[src/rtl/pwr_guard_pkg.sv]
package pwr_guard_pkg;
  typedef enum logic [1:0] {
    PS_OK   = 2'b00,
    PS_RSVD = 2'b01,
    PS_WARN = 2'b10,
    PS_VIOL = 2'b11
  } pwr_state_e;
endpackage

[src/rtl/pwr_monitor.sv]
module pwr_monitor
  import pwr_guard_pkg::*;
#(
  parameter int PWR_W  = 8,
  parameter int WARN_W = 85,
  parameter int VIOL_W = 95
) (
  input  logic             clk_i,
  input  logic             rst_ni,
  input  logic [PWR_W-1:0] pwr_i,
  input  logic             valid_i,
  input  logic             cmd_i,
  output logic             viol_o,
  output pwr_state_e       state_o
);
  localparam logic [PWR_W-1:0] WarnLim = PWR_W'(WARN_W);
  localparam logic [PWR_W-1:0] ViolLim = PWR_W'(VIOL_W);

  logic viol_q, warn_q;

  always_ff @(posedge clk_i or negedge rst_ni) begin
    if (!rst_ni) begin
      viol_q <= 1'b0;
      warn_q <= 1'b0;
    end else if (cmd_i) begin
      viol_q <= 1'b0;
      warn_q <= 1'b0;
    end else if (valid_i && !viol_q) begin
      if (pwr_i > ViolLim) viol_q <= 1'b1;
      else                 warn_q <= (pwr_i > WarnLim);
    end
  end

  always_comb begin
    if (viol_q)      state_o = PS_VIOL;
    else if (warn_q) state_o = PS_WARN;
    else             state_o = PS_OK;
  end

  assign viol_o = viol_q;

  AST_NO_RSVD_CODE: assert property (@(posedge clk_i) disable iff (!rst_ni)
    state_o != PS_RSVD);
  AST_VIOL_STICKY: assert property (@(posedge clk_i) disable iff (!rst_ni)
    (state_o == PS_VIOL) && !cmd_i |=> state_o == PS_VIOL);
  AST_CMD_TO_OK: assert property (@(posedge clk_i) disable iff (!rst_ni)
    cmd_i |=> state_o == PS_OK);
  AST_OVER_LIMIT: assert property (@(posedge clk_i) disable iff (!rst_ni)
    valid_i && (pwr_i > ViolLim) && !cmd_i |=> state_o == PS_VIOL);
endmodule

[src/rtl/clk_gate_bank.sv]
module clk_gate_bank #(
  parameter int NUM_CLK = 2
) (
  input  logic               gated_i,
  output logic [NUM_CLK-1:0] clk_en_o
);
  for (genvar g = 0; g < NUM_CLK; g++) begin : g_en
    assign clk_en_o[g] = ~gated_i;
  end
endmodule

[src/rtl/txn_guard.sv]
module txn_guard #(
  parameter int DATA_W  = 32,
  parameter int TMO_CYC = 16
) (
  input  logic              clk_i,
  input  logic              rst_ni,
  input  logic              gated_i,
  input  logic              hreq_valid_i,
  input  logic [DATA_W-1:0] hreq_data_i,
  output logic              hreq_ready_o,
  output logic              hrsp_valid_o,
  output logic [DATA_W-1:0] hrsp_data_o,
  output logic              hrsp_err_o,
  output logic              ureq_valid_o,
  output logic [DATA_W-1:0] ureq_data_o,
  input  logic              ursp_valid_i,
  input  logic [DATA_W-1:0] ursp_data_i
);
  localparam int CNT_W = $clog2(TMO_CYC + 1);
  localparam logic [CNT_W-1:0] CntLast = CNT_W'(TMO_CYC - 1);

  logic             out_q, tmo_q;
  logic [CNT_W-1:0] cnt_q;
  logic             accept, tmo_fire, usr_rsp;

  assign accept   = hreq_valid_i && !out_q;
  assign tmo_fire = tmo_q && (cnt_q == CntLast);
  assign usr_rsp  = ursp_valid_i && out_q && !tmo_q && !gated_i;

  always_ff @(posedge clk_i or negedge rst_ni) begin
    if (!rst_ni) begin
      out_q <= 1'b0;
      tmo_q <= 1'b0;
      cnt_q <= '0;
    end else if (tmo_fire) begin
      out_q <= 1'b0;
      tmo_q <= 1'b0;
      cnt_q <= '0;
    end else if (usr_rsp) begin
      out_q <= 1'b0;
    end else if (accept) begin
      out_q <= 1'b1;
      tmo_q <= gated_i;
      cnt_q <= '0;
    end else if (out_q && !tmo_q && gated_i) begin
      // forwarded request overtaken by gating
      tmo_q <= 1'b1;
      cnt_q <= '0;
    end else if (tmo_q) begin
      cnt_q <= cnt_q + 1'b1;
    end
  end

  assign hreq_ready_o = !out_q;
  assign ureq_valid_o = accept && !gated_i;
  assign ureq_data_o  = hreq_data_i;
  assign hrsp_valid_o = tmo_fire || usr_rsp;
  assign hrsp_err_o   = tmo_fire;
  assign hrsp_data_o  = tmo_fire ? '0 : ursp_data_i;

  AST_NO_FWD_GATED: assert property (@(posedge clk_i) disable iff (!rst_ni)
    gated_i |-> !ureq_valid_o);
  AST_READY_DROPS: assert property (@(posedge clk_i) disable iff (!rst_ni)
    hreq_valid_i && hreq_ready_o |=> !hreq_ready_o);
  AST_ERR_ZERO_DATA: assert property (@(posedge clk_i) disable iff (!rst_ni)
    hrsp_valid_o && hrsp_err_o |-> hrsp_data_o == '0);
endmodule

[src/rtl/load_tracker.sv]
module load_tracker #(
  parameter int LOAD_CYC = 20
) (
  input  logic clk_i,
  input  logic rst_ni,
  input  logic load_i,
  input  logic clear_i,
  input  logic viol_i,
  output logic done_o,
  output logic fail_o
);
  localparam int CNT_W = $clog2(LOAD_CYC + 1);
  localparam logic [CNT_W-1:0] CntLast = CNT_W'(LOAD_CYC - 1);

  logic             busy_q, hit_q;
  logic [CNT_W-1:0] cnt_q;

  assign done_o = busy_q && (cnt_q == CntLast);
  assign fail_o = done_o && (hit_q || viol_i);

  always_ff @(posedge clk_i or negedge rst_ni) begin
    if (!rst_ni) begin
      busy_q <= 1'b0;
      hit_q  <= 1'b0;
      cnt_q  <= '0;
    end else if (clear_i) begin
      busy_q <= 1'b0;
      hit_q  <= 1'b0;
    end else if (load_i) begin
      busy_q <= 1'b1;
      hit_q  <= 1'b0;
      cnt_q  <= '0;
    end else if (busy_q) begin
      if (done_o) begin
        busy_q <= 1'b0;
      end else begin
        cnt_q <= cnt_q + 1'b1;
        hit_q <= hit_q | viol_i;
      end
    end
  end

  AST_CLEAR_ABORTS: assert property (@(posedge clk_i) disable iff (!rst_ni)
    clear_i |=> !done_o);
endmodule

[src/rtl/pwr_guard_top.sv]
module pwr_guard_top
  import pwr_guard_pkg::*;
#(
  parameter int PWR_W    = 8,
  parameter int WARN_W   = 85,
  parameter int VIOL_W   = 95,
  parameter int NUM_CLK  = 2,
  parameter int DATA_W   = 32,
  parameter int TMO_CYC  = 16,
  parameter int LOAD_CYC = 20
) (
  input  logic               clk_i,
  input  logic               rst_ni,
  input  logic [PWR_W-1:0]   pwr_watts_i,
  input  logic               pwr_valid_i,
  input  logic               load_i,
  input  logic               clear_i,
  output logic [1:0]         pwr_state_o,
  output logic [NUM_CLK-1:0] clk_en_o,
  output logic               load_done_o,
  output logic               load_fail_o,
  input  logic               hreq_valid_i,
  input  logic [DATA_W-1:0]  hreq_data_i,
  output logic               hreq_ready_o,
  output logic               hrsp_valid_o,
  output logic [DATA_W-1:0]  hrsp_data_o,
  output logic               hrsp_err_o,
  output logic               ureq_valid_o,
  output logic [DATA_W-1:0]  ureq_data_o,
  input  logic               ursp_valid_i,
  input  logic [DATA_W-1:0]  ursp_data_i
);
  logic       viol;
  pwr_state_e state;

  pwr_monitor #(.PWR_W(PWR_W), .WARN_W(WARN_W), .VIOL_W(VIOL_W)) u_mon (
    .clk_i, .rst_ni,
    .pwr_i   (pwr_watts_i),
    .valid_i (pwr_valid_i),
    .cmd_i   (load_i | clear_i),
    .viol_o  (viol),
    .state_o (state)
  );

  assign pwr_state_o = state;

  clk_gate_bank #(.NUM_CLK(NUM_CLK)) u_gate (
    .gated_i  (viol),
    .clk_en_o (clk_en_o)
  );

  txn_guard #(.DATA_W(DATA_W), .TMO_CYC(TMO_CYC)) u_txn (
    .clk_i, .rst_ni,
    .gated_i (viol),
    .hreq_valid_i, .hreq_data_i, .hreq_ready_o,
    .hrsp_valid_o, .hrsp_data_o, .hrsp_err_o,
    .ureq_valid_o, .ureq_data_o,
    .ursp_valid_i, .ursp_data_i
  );

  load_tracker #(.LOAD_CYC(LOAD_CYC)) u_load (
    .clk_i, .rst_ni,
    .load_i, .clear_i,
    .viol_i (viol),
    .done_o (load_done_o),
    .fail_o (load_fail_o)
  );

  AST_CLK_OFF_IN_VIOL: assert property (@(posedge clk_i) disable iff (!rst_ni)
    pwr_state_o == 2'b11 |-> clk_en_o == '0);
  AST_CLK_ON_ELSE: assert property (@(posedge clk_i) disable iff (!rst_ni)
    pwr_state_o != 2'b11 |-> &clk_en_o);
endmodule

[config.mk]
export PLATFORM = sky130hd
export DESIGN_NAME = pwr_guard_top
export DESIGN_NICKNAME = d
export VERILOG_FILES = /design/src/rtl/pwr_guard_pkg.sv /design/src/rtl/pwr_monitor.sv /design/src/rtl/clk_gate_bank.sv /design/src/rtl/txn_guard.sv /design/src/rtl/load_tracker.sv /design/src/rtl/pwr_guard_top.sv
export SDC_FILE = /design/constraint.sdc
export NUM_CORES = 1
export LEC_CHECK = 0
export BUFFER_PORTS_ARGS = -buffer_cell sky130_fd_sc_hd__buf_2
export CORE_ASPECT_RATIO = 0.9
export CORE_MARGIN = 3
export CORE_UTILIZATION = 23
export DETAILED_ROUTE_END_ITERATION = 10
export GPL_TIMING_DRIVEN = 0
export PLACE_DENSITY = 0.63
export SYNTH_ARGS = -nofsm -noshare
export SYNTH_HDL_FRONTEND = slang
export SYNTH_SLANG_ARGS = --single-unit
export TNS_END_PERCENT = 30
[constraint.sdc]
create_clock -name clk_i -period 2.5 [get_ports clk_i]
set_input_delay 0.125 -clock clk_i [delete_from_list [all_inputs] [get_ports clk_i]]
set_output_delay 0.125 -clock clk_i [all_outputs]
set_load 0.01 [all_outputs]
Yosys cells after proc, flatten, opt, wreduce, memory -nomap -nowiden
Index checks and enable logic that the tools add are counted.

operators by class
  add/subtract/negate cells = 2
  multipliers = 0
  div/mod/pow operators = 0
  $lt $le $gt $ge = 2
  equal/unequal tests = 6
  shifts and indexed selects = 0
  muxes and demuxes = 32
  bitwise operators = 4
  reductions and logical operators = 29

operators with widths
  kind                 count
  $mux 5               8
  $mux 32              1
  $mux 1               21
  $gt 8x7->1 const B   2
  $logic_and 1x1->1    11
  $add 5x1->5 const B  2
  $reduce_and 2->1     5
  $reduce_bool 3->1    3
  $reduce_bool 2->1    3
  $eq 5x4->1 const B   1
  $eq 5x5->1 const B   1
  $mux 2               2
  $ne 2x1->1 const B   2
  $reduce_bool 4->1    1
  $logic_not 1->1      3
  $ne 3x3->1 const B   1
  $reduce_and 3->1     1
  $logic_or 1x1->1     2
  $ne 2x2->1 const B   1
  $not 1->1            2
  $or 1x1->1           2

word-level totals
  flip-flop bits (word level) = 16
  bits in latches = 0
  RAM bits = 0
  bits in read-only memories = 0
  output and inout port bits = 74
  logic and storage cells = 83
  memories = 0

Logic depth before layout (Yosys ltp)
  depth in word-level cells = 7
  depth in mapped cells = 6

Modules after synthesis
A second synthesis with hierarchy kept.

unflattened totals
  cell total of the unflattened synthesis = 170
  area, all modules = 1465.2 sq um

modules (own cells, without submodules)
  module         times used  cells an instance  area each (sq um)
  txn_guard      1           113                907.1
  load_tracker   1           40                 410.4
  pwr_monitor    1           14                 130.1
  clk_gate_bank  1           2                  11.3
  pwr_guard_top  1           1                  6.3

Worst setup path before layout
Ideal clock, no wire load.

  path type = reg2out
  start = register u_txn.cnt_q[0]
  end = output port hrsp_data_o[22]
  arrival time = 1.520 ns
  path slack = 0.855 ns
  stages on the path, launching flop included = 7
  path through = dfrtp_1 -> ha_1 -> and3_1 -> ha_1 -> nand2_1 -> clkbuf_1 -> and2_1

on the way
  cells in the longest elaborated chain, start to end = 3

RTL lines
  item                      line                 text
  start: declaration        txn_guard.sv:23      logic [CNT_W-1:0] cnt_q;
  start signal: assignment  txn_guard.sv:50      cnt_q <= cnt_q + 1'b1;
  $eq 5x4->1                txn_guard.sv:27      assign tmo_fire = tmo_q && (cnt_q == CntLast);
  $logic_and 1x1->1         txn_guard.sv:27
  $mux 32                   txn_guard.sv:59      assign hrsp_data_o = tmo_fire ? '0 : ursp_data_i;
  end: declaration          pwr_guard_top.sv:26  output logic [DATA_W-1:0] hrsp_data_o,

Every way passes these cells.

Final worst setup path
  start = register u_txn.cnt_q[0]
  end = output port hrsp_data_o[20]

The elaborated chain is that of the path after synthesis.

==> metrics list <==
- Run status: finished, final reports clean
* Kind of start point of the critical path: flop
- Setup TNS: 0 ps
- The startpoint identified for the worst register-to-register timing path is u_txn.cnt_q[0]$_DFFE_PN0P_.
* Tot Pwr: 1.04 mW
- After clock tree synthesis, the clock-pin slew on the worst setup and hold paths is 70 ps.
- The first global-routing pass estimated 5.14 mm of wire.
- Starting density of the core: 0.242
- Final critical path time including I/O delays and setup: between 2000 and 2500 ps
- Setup repair after global routing left no endpoint under its margin.
- Across every metal layer, demand over resource in global routing totals 0.0884.
- Number of warnings issued by yosys: 0
- Static leakage power: ~1.2 nW
- Clock skew after layout: between 7 and 8 ps
- TritonCTS built the clock tree.
- Post_cts resized: 0
- Of the available clock period, the critical path in the final layout requires 0.879.
* DRT Wirelength: 3.74 mm
- CTS placed an instance of sky130_fd_sc_hd__clkbuf_8 at the clock tree root.
- Cells after Synth: 165
- Setup violations remaining at the end of the flow were counted as 0.
- Gpl congestion: 0.745
* Remaining antenna violation count after routing: 0
- Syn nets: 247
- Data on the critical path is required at its endpoint by 2380 ps.
* Chip width: 88.3 um
- Async set or reset register ratio after synthesis: 1.00
- Via count: 1496
- Number of synthesized flops with an enable pin: 0
- STA classifies the critical path endpoint as an output pin.
- Global route overflow: 0
- In this run the number of H-tree levels came out at 1.
- Critical hold path startpoint: clear_i
* Post-synthesis sequential element count: 16
- The first detailed-routing pass took 4 iterations.
- Final Hold Vio Count: 0
- Nets@finish: 372
- WS Path Type: reg -> out
* Number of buffers added to fix hold violations after cts: 1
* Total power divided by cell area: 486 nW/um^2
- The core region is slightly below 6000 sq um.
- The min-delay analysis places its worst path in the category in -> reg.
- Max-cap violations in this run came to 0.
- Per-cell routed wire length: ~10 um
- Area Growth Syn to Fin: 53.3%
- Summed over all nets, the half-perimeter wirelength after detailed placement is 3.21 mm.
- Total CTS buffers: 3
* Routed via count divided by cell count: 4.17
- Data on the critical path arrives at its endpoint at 2070 ps.
* Crit-path max FO: 10
- In this run the deepest clock path goes through 2 buffers.
- Number of antenna violations at the first check in global routing: 0
* Number of design rule violations left after detail routing: 0
- # rows: 26
* Clock Sinks: 16
- Ys flop type: sky130_fd_sc_hd__dfrtp_1
- 153 I/O pins were placed.
- Max Freq: 455 MHz
- Vias in the first global route: 1201
- Area of the mapped netlist: 1400 sq um
- Slew at the pin closest to its max-slew limit: ~350 ps
- Die Height: 80.1 um
* Relative slew margins: 0.769
- Largest net degree at the start of global routing: 17
- Port buffering added 119 buffers.
* Post-CTS Setup Bufs: 0
- VDD sags by at most 230 uV.
- Start point of the critical path: u_txn.cnt_q[0]$_DFFE_PN0P_
- Synthesized area per cell: 8.50 sq um
* Count of routing violations after the opening detailed-route iteration: 27
- Clock latency on the worst-skew pair: 250 ps
- After synthesis, the netlist uses 41 different library cells.
* Die Outline Area: 7070 sq um
* Count of inserted antenna diode cells: 0
- In the final layout, the share of cells above drive strength 1 is 0.585.
- The count of final max-slew check failures came to 0.
* Share of synthesized area occupied by flip-flops and latches: 0.285
-- flip-flops by register name, summed over array words and instances, names as in the netlist --
signal         flops
u_mon.viol_o       1
u_load.busy_q      1
u_load.cnt_q       5
u_txn.tmo_q        1
u_txn.out_q        1
u_mon.warn_q       1
u_load.hit_q       1
u_txn.cnt_q        5
-- layout make-up --
type,instances,area (sq um)
buffer,41,293
clock buffer,4,55.1
fill,594,3640
inverter,7,26.3
multi-input combinational,101,683
sequential,16,400
tap,70,87.6
timing repair buffer,120,606
-- worst paths after layout --
path | cells after the start | slack (ps) | to
min in group asynchronous | 2 | 310 | u_txn.cnt_q[3]$_DFFE_PN0P_
min reg2reg | 1 | 480 | u_txn.cnt_q[4]$_DFFE_PN0P_
max in group asynchronous | 2 | 1930 | u_load.cnt_q[4]$_DFFE_PN0P_
max | 7 | 300 | hrsp_data_o[20]
max reg2reg | 6 | 830 | u_txn.cnt_q[3]$_DFFE_PN0P_
min | 2 | 130 | u_load.busy_q$_DFF_PN0_
-- power breakdown --
group	switching [mW]	internal, mW	total [mW]
Sequential	0.0728	0.318	0.391
Clock	0.0848	0.139	0.224
Combinational	0.191	0.239	0.429
-- cells in the mapped netlist, types with 2 or more instances --
cell type,n,area [sq um]
sky130_fd_sc_hd__a21oi_1,6,30.0
sky130_fd_sc_hd__a311o_1,2,20.0
sky130_fd_sc_hd__a31o_2,2,17.5
sky130_fd_sc_hd__a31oi_1,2,12.5
sky130_fd_sc_hd__and2_1,36,225
sky130_fd_sc_hd__and3_1,3,18.8
sky130_fd_sc_hd__buf_2,3,15.0
sky130_fd_sc_hd__buf_4,34,255
sky130_fd_sc_hd__clkbuf_1,3,11.3
sky130_fd_sc_hd__dfrtp_1,16,400
sky130_fd_sc_hd__ha_1,3,37.5
sky130_fd_sc_hd__inv_1,7,26.3
sky130_fd_sc_hd__nand2_1,6,22.5
sky130_fd_sc_hd__nand2b_1,2,12.5
sky130_fd_sc_hd__nand3_1,2,10.0
sky130_fd_sc_hd__nand4_1,2,12.5
sky130_fd_sc_hd__nor2_1,4,15.0
sky130_fd_sc_hd__nor2b_1,3,18.8
sky130_fd_sc_hd__nor3_1,2,10.0
sky130_fd_sc_hd__nor3b_1,3,22.5
sky130_fd_sc_hd__o21a_1,2,15.0
sky130_fd_sc_hd__o31ai_1,2,15.0
sky130_fd_sc_hd__or2_2,2,12.5
-- kinds of logic (layout without fill, tap and decap cells) --
| group | after synthesis | count (layout) | synth area share |
|---|---|---|---|
| compound gates | 25 | 25 | 0.136 |
| fa+ha+maj | 3 | 3 | 0.0268 |
| buf+inv | 48 | 172 | 0.227 |
| flops | 16 | 16 | 0.285 |
| mux | 1 | 1 | 0.00803 |
| simple gates | 72 | 72 | 0.317 |
-- routing by layer --
metal	GRT usage	up-vias	share of wire
li1	-	775	-
met1	0.109	652	0.41
met2	0.153	67	0.49
met3	0.0277	2	0.091
met4	0.0136	0	0.0029
met5	0	-	0
-- cells in the final DEF, fill, tap and decap left out, types with 2 or more instances in the layout --
master                     instances
sky130_fd_sc_hd__nor3_1            2
sky130_fd_sc_hd__o31ai_1           2
sky130_fd_sc_hd__nand4_1           2
sky130_fd_sc_hd__a31oi_1           2
sky130_fd_sc_hd__inv_1             7
sky130_fd_sc_hd__buf_2           122
sky130_fd_sc_hd__and3_1            3
sky130_fd_sc_hd__ha_1              3
sky130_fd_sc_hd__nand2_1           6
sky130_fd_sc_hd__nor2b_1           3
sky130_fd_sc_hd__and2_1           36
sky130_fd_sc_hd__buf_4            34
sky130_fd_sc_hd__a31o_2            2
sky130_fd_sc_hd__o21a_1            2
sky130_fd_sc_hd__a311o_1           2
sky130_fd_sc_hd__clkbuf_8          4
sky130_fd_sc_hd__a21oi_1           6
sky130_fd_sc_hd__nor2_1            4
sky130_fd_sc_hd__nor3b_1           3
sky130_fd_sc_hd__dfrtp_1          16
sky130_fd_sc_hd__or2_2             2
sky130_fd_sc_hd__nand2b_1          2
sky130_fd_sc_hd__nand3_1           2
sky130_fd_sc_hd__clkbuf_1          3
-- worst max-delay path, stage by stage (launching register included) --
cell	delay, ps
sky130_fd_sc_hd__dfrtp_1	400
sky130_fd_sc_hd__ha_1	230
sky130_fd_sc_hd__and3_1	190
sky130_fd_sc_hd__ha_1	210
sky130_fd_sc_hd__nand2_1	200
sky130_fd_sc_hd__clkbuf_1	290
sky130_fd_sc_hd__and2_1	170
sky130_fd_sc_hd__buf_2	130
-- stage by stage --
step	std cells	util	setup WS (ps)	cell area, sq um	hold slack (ps)
after floorplan	165	-	855	1400	-171
after global placement	354	0.360	564	2090	67.7
after detailed placement	354	0.360	553	2090	57.2
after CTS	359	0.371	271	2150	130
after global routing	359	0.371	129	2150	147
final	359	0.371	301	2150	134
No activity file was read; power rests on OpenSTA's default activity.
